[config.mk]
export PLATFORM = sky130hd
export DESIGN_NAME = swap_lock_unit
export DESIGN_NICKNAME = d
export VERILOG_FILES = /design/src/rtl/swap_lock_pkg.sv /design/src/rtl/rr_arbiter.sv /design/src/rtl/lock_store.sv /design/src/rtl/swap_lock_unit.sv
export SDC_FILE = /design/constraint.sdc
export NUM_CORES = 1
export LEC_CHECK = 0
export BUFFER_PORTS_ARGS = -buffer_cell sky130_fd_sc_hd__buf_2
export CAP_MARGIN = 40
export CORE_MARGIN = 2
export CORE_UTILIZATION = 55
export DETAILED_ROUTE_END_ITERATION = 6
export PLACE_DENSITY = 0.82
export SLEW_MARGIN = 10
export SYNTH_ARGS = -nofsm -noshare
export SYNTH_HDL_FRONTEND = slang
export SYNTH_SLANG_ARGS = --single-unit
[constraint.sdc]
create_clock -name clk -period 5.2 [get_ports clk]
set_clock_uncertainty 0.05 [all_clocks]
set_input_delay 1.04 -clock clk [delete_from_list [all_inputs] [get_ports clk]]
set_output_delay 1.04 -clock clk [all_outputs]
set_load 0.1 [all_outputs]
[src/rtl/swap_lock_pkg.sv]
package swap_lock_pkg;
  typedef enum logic [1:0] {
    OP_READ  = 2'd0,
    OP_WRITE = 2'd1,
    OP_SWAP  = 2'd2,
    OP_PEEK  = 2'd3
  } lock_op_e;
endpackage

[src/rtl/rr_arbiter.sv]
module rr_arbiter #(
  parameter int NREQ = 4,
  localparam int GW = (NREQ > 1) ? $clog2(NREQ) : 1
) (
  input  logic            clk,
  input  logic            rst,
  input  logic [NREQ-1:0] req,
  output logic [NREQ-1:0] grant,
  output logic [GW-1:0]   gidx,
  output logic            gany
);
  logic [GW-1:0] last_q;

  function automatic int slot(input logic [GW-1:0] base, input int k);
    return (int'(base) + k) % NREQ;
  endfunction

  always_comb begin
    grant = '0;
    gidx  = '0;
    gany  = 1'b0;
    for (int k = 1; k <= NREQ; k++) begin
      if (!gany && req[slot(last_q, k)]) begin
        gany = 1'b1;
        gidx = GW'(slot(last_q, k));
      end
    end
    if (gany) grant[gidx] = 1'b1;
  end

  always_ff @(posedge clk) begin
    if (rst)       last_q <= GW'(NREQ - 1);
    else if (gany) last_q <= gidx;
  end
endmodule

[src/rtl/lock_store.sv]
module lock_store #(
  parameter int NLOCKS = 8,
  localparam int IW = (NLOCKS > 1) ? $clog2(NLOCKS) : 1
) (
  input  logic              clk,
  input  logic              rst,
  input  logic [IW-1:0]     rd_idx,
  output logic              rd_bit,
  input  logic              wr_en,
  input  logic [IW-1:0]     wr_idx,
  input  logic              wr_bit,
  output logic [NLOCKS-1:0] bits_o
);
  logic [NLOCKS-1:0] mem_q;

  assign rd_bit = mem_q[rd_idx];
  assign bits_o = mem_q;

  always_ff @(posedge clk) begin
    if (rst)        mem_q <= '0;
    else if (wr_en) mem_q[wr_idx] <= wr_bit;
  end
endmodule

[src/rtl/swap_lock_unit.sv]
module swap_lock_unit #(
  parameter int NREQ   = 4,
  parameter int NLOCKS = 8,
  localparam int IW = (NLOCKS > 1) ? $clog2(NLOCKS) : 1,
  localparam int GW = (NREQ > 1) ? $clog2(NREQ) : 1
) (
  input  logic               clk,
  input  logic               rst,
  input  logic [NREQ-1:0]    req_valid,
  input  logic [2*NREQ-1:0]  req_op,
  input  logic [IW*NREQ-1:0] req_idx,
  input  logic [NREQ-1:0]    req_wdata,
  output logic [NREQ-1:0]    resp_valid,
  output logic               resp_rdata
);
  import swap_lock_pkg::*;

  logic [NREQ-1:0]   eligible, grant;
  logic [GW-1:0]     gidx;
  logic              gnt_any;
  lock_op_e          cur_op;
  logic [IW-1:0]     cur_idx;
  logic              cur_wd, old_bit, wr_en, wr_bit;
  logic [NLOCKS-1:0] lock_bits;
  logic [NREQ-1:0]   resp_valid_q;
  logic              resp_rdata_q;

  // a requester being answered this cycle sits out this cycle
  assign eligible = req_valid & ~resp_valid_q;

  rr_arbiter #(.NREQ(NREQ)) arb_i (
    .clk(clk), .rst(rst), .req(eligible),
    .grant(grant), .gidx(gidx), .gany(gnt_any)
  );

  assign cur_op  = lock_op_e'(req_op[gidx*2 +: 2]);
  assign cur_idx = req_idx[gidx*IW +: IW];
  assign cur_wd  = req_wdata[gidx];

  always_comb begin
    wr_en  = 1'b0;
    wr_bit = 1'b0;
    if (gnt_any) begin
      unique case (cur_op)
        OP_WRITE: begin wr_en = 1'b1; wr_bit = cur_wd; end
        OP_SWAP:  begin wr_en = 1'b1; wr_bit = 1'b1;   end
        default:  begin wr_en = 1'b0; wr_bit = 1'b0;   end
      endcase
    end
  end

  lock_store #(.NLOCKS(NLOCKS)) store_i (
    .clk(clk), .rst(rst),
    .rd_idx(cur_idx), .rd_bit(old_bit),
    .wr_en(wr_en), .wr_idx(cur_idx), .wr_bit(wr_bit),
    .bits_o(lock_bits)
  );

  always_ff @(posedge clk) begin
    if (rst) begin
      resp_valid_q <= '0;
      resp_rdata_q <= 1'b0;
    end else begin
      resp_valid_q <= grant;
      if (gnt_any) resp_rdata_q <= old_bit;
    end
  end

  assign resp_valid = resp_valid_q;
  assign resp_rdata = resp_rdata_q;
endmodule

==> results by group <==
Outcome
  • Run status: completed

Synthesis
  • Compound-Gate Fraction of Synth Area: 16.53%
  • Ys flop type: dfxtp_1
  • Fraction of the mapped netlist area in simple logic gates: 33.27%
  • Post-synth EDFFs: 0
  • Syn Std Cell Area: 1226 um^2
  • Post-Syn Instances: 132
  • Yosys cell types: 50
  • Syn avg cell area: 9.289 um^2
  • Synthesized flop and latch total: 15
  • Yosys warns: 0
  • Register area share after synthesis: 24.49%
  • Xor/xnor cell area share of the yosys netlist: 0%
  • Largest family of logic cells by synthesized area: simple AND/OR/NAND/NOR gates
  • Post-synthesis mux area share: 19.69%
  • Synth async-reset ratio: 0%
  • Synth Area in Adders: 2.041%
  • Synth Net Count: 164

Cells and area
  • Layout Area Growth over Synthesis: 16.12%
  • Fin util: 66.28%
  • Multi-input logic area: 877.1 um^2
  • Most frequent cells in the layout: buf_2 (34), mux2i_1 (19), dfxtp_1 (15), nor2_1 (14), nand4_1 (8)
  • Most common cell after layout, fill and taps aside: buf_2
  • Sequential cell area: 300.3 um^2
  • Final instance area: 1424 um^2
  • Diode count: 0
  • Fillers: 200
  • Ratio of cells with drive above 1 in the final layout: 36.14%
  • Final nets: 199

Hold path
  • Hold Path Depth: 2
  • Hold crit path type: register to register

Clock network
  • Post-CTS sizing: 0
  • H-tree Lvls: 1
  • Clock buffer count from CTS: 3
  • Cts hold-fix bufs: 0
  • Post-CTS setup buffers: 0
  • Clock Tree Buf Depth: 2
  • Root Driver: clkbuf_4
  • Reg clk slew, reported paths: 0.08 ns
  • Skew-Pair Late Insertion Delay: 0.29 ns
  • CTS tree: built
  • CTS sink count: 15

Placed design
  • Post-DP HPWL: 2319 um
  • Dpl cell area: 1398 um^2
  • I/O Buffers: 34
  • Routability Congestion: 0.9518

GRT
  • Tot GR Track Use: 25.05%
  • First-pass GRT wire length: 4926 um
  • GR Overflow Total: 0
  • Initial antenna violation count: 0
  • Vias in the first global route: 1135
  • Largest net degree at the start of global routing: 14

Power
  • Power Density: 394.7 nW/um^2
  • Sequential power share: 27.2%
  • Worst vdd ir: 0.0002423 V
  • Switch Pwr: 274.1 uW
  • LEAKAGE: 0.6239 nW
  • Clock share of power: 12.1%
  • P_int: 287.9 uW
  • Sw frac: 48.78%
  • Combinational Power Share: 60.7%
  • Final Power: 562.0 uW

STA
  • Final min period: 3.789 ns
  • Max Slew Vio Count: 0
  • Final Hold Vio Count: 0
  • Fin Setup TNS: 0 ns
  • Slew HR: 55.34%
  • Period utilisation layout: 72.87%
  • Unrepaired setup endpoints after global routing: no
  • Fmax: 263.9 MHz
  • Actual slew at the worst max-slew pin: 0.6698 ns
  • Final count of negative-setup-slack endpoints: 0

Worst setup path
  • Slowest cell on the critical path: nor2_2
  • Type of the worst setup path: primary input to register
  • Startpoint types: primary input
  • Critical path cell sequence: buf_2 > nand2b_1 > a21boi_1 > o21a_1 > nor2_2 > mux2i_1 > mux2_2 > ha_1 > nor2_1 > nor4b_2 > mux2i_1 > nor2_1
  • Reg2reg setup slack: 1.77 ns
  • Max incr delay on CP: 0.54 ns
  • CP Depth: 12
  • Top delay family on crit path: simple AND/OR/NAND/NOR gates
  • R2R depth: 11
  • CP max FO: 12
  • Critical Path RT: 5.33 ns
  • Worst path bufs/invs: 1
  • WP data arrival: 3.92 ns
  • Crit. End Element: register

Detailed routing
  • Via/cell ratio: 6.149
  • Final ANT Viol Nets: 0
  • Routed vias: 1193
  • Post-DR wirelength/cell: 15.21 um
  • Routed wire length: 2950 um
  • DRC: 0
  • DRT Pass-1 Iters: 4
  • DRT iter0 DRCs: 28

Die
  • Die area: 2623 um^2
  • Die width: 51.22 um
  • Starting Density: 57.08%
  • Site Rows: 17
  • Die Height: 51.22 um
  • Core area: 2148 um^2
  • Top-Level Pins: 35

Job
  • Max_cap viols: 0
-- path summary, 6_finish.rpt --
kind | startpoint | end
worst min-delay path | store_i.bits_o[6]$_SDFFE_PP0P_ | store_i.bits_o[6]$_SDFFE_PP0P_
worst max register to register | resp_valid[1]$_SDFF_PP0_ | store_i.bits_o[3]$_SDFFE_PP0P_
worst min register to register | store_i.bits_o[6]$_SDFFE_PP0P_ | store_i.bits_o[6]$_SDFFE_PP0P_
worst max-delay path | req_valid[1] | store_i.bits_o[3]$_SDFFE_PP0P_
-- sequential cells by signal (all words and copies together) (netlist names) --
register	cells
store_i.bits_o	8
resp_valid	4
arb_i.last_q	2
resp_rdata	1
-- power by group through the flow --
stage | sequential [mW] | clock (mW) | combinational, mW
detailed placement | 0.155 | 0 | 0.336
global route | 0.155 | 0.0751 | 0.370
global placement | 0.155 | 0 | 0.328
floorplan | 0.203 | 0 | 0.237
CTS | 0.153 | 0.0709 | 0.339
finish | 0.153 | 0.0682 | 0.341
-- synth_stat cells (2+ instances only) --
cell | instances | area share, %
mux2i_1 | 19 | 16
dfxtp_1 | 15 | 24
nor2_1 | 14 | 4.3
nand4_1 | 8 | 4.1
nand2_1 | 5 | 1.5
inv_1 | 4 | 1.2
nand2b_1 | 4 | 2.0
nand3_1 | 4 | 1.6
nor3_1 | 4 | 1.6
o21ai_0 | 4 | 1.6
nor2b_1 | 3 | 1.5
nor4b_2 | 3 | 3.7
a211o_1 | 2 | 1.4
buf_6 | 2 | 1.8
ha_1 | 2 | 2.0
mux2_2 | 2 | 1.8
nor3b_2 | 2 | 2.0
o211ai_1 | 2 | 1.2
o31ai_1 | 2 | 1.2
-- kinds of logic after synthesis --
group                      after synthesis
DFF                                     15
buffers and inverters                    8
AOI/OAI and AO/OA                       25
and+or+nand+nor                         59
adders and majority gates                2
muxes                                   23
-- routing by layer --
metal  vias up  routed length (um)  track usage [%]
met5         -                   0                0
li1        573                   -                -
met1       574                1226            27.22
met3         6                 125            7.018
met4         0                  38            8.772
met2        40                1560            46.10
-- through the flow --
step                hold WS (ns)  cells  setup slack, ns
global route              0.4417    194            1.174
finish                    0.4125    194            1.411
CTS                       0.4164    194            1.430
global placement          0.3935    190            1.262
floorplan                 0.3770    132            1.611
detailed placement        0.4015    190            1.099
-- worst register-to-register path, stage by stage, from the launching register on --
cell and delay [ns]:
dfxtp_1 0.43, nand2b_1 0.26, a21boi_1 0.12, o21a_1 0.24, nor2_2 0.54, mux2i_1 0.16
mux2_2 0.30, ha_1 0.29, nor2_1 0.34, nor4b_2 0.31, mux2i_1 0.22, nor2_1 0.05
-- cell type report --
| type | instances | share of cell area (%) |
|---|---|---|
| Timing Repair Buffer | 34 | 11.95 |
| Sequential cell | 15 | 21.09 |
| Inverter | 4 | 1.054 |
| Tap cell | 28 | 2.460 |
| Clock buffer | 4 | 1.845 |
| Multi-Input combinational cell | 109 | 61.60 |
No activity file was read; power rests on OpenSTA's default activity.
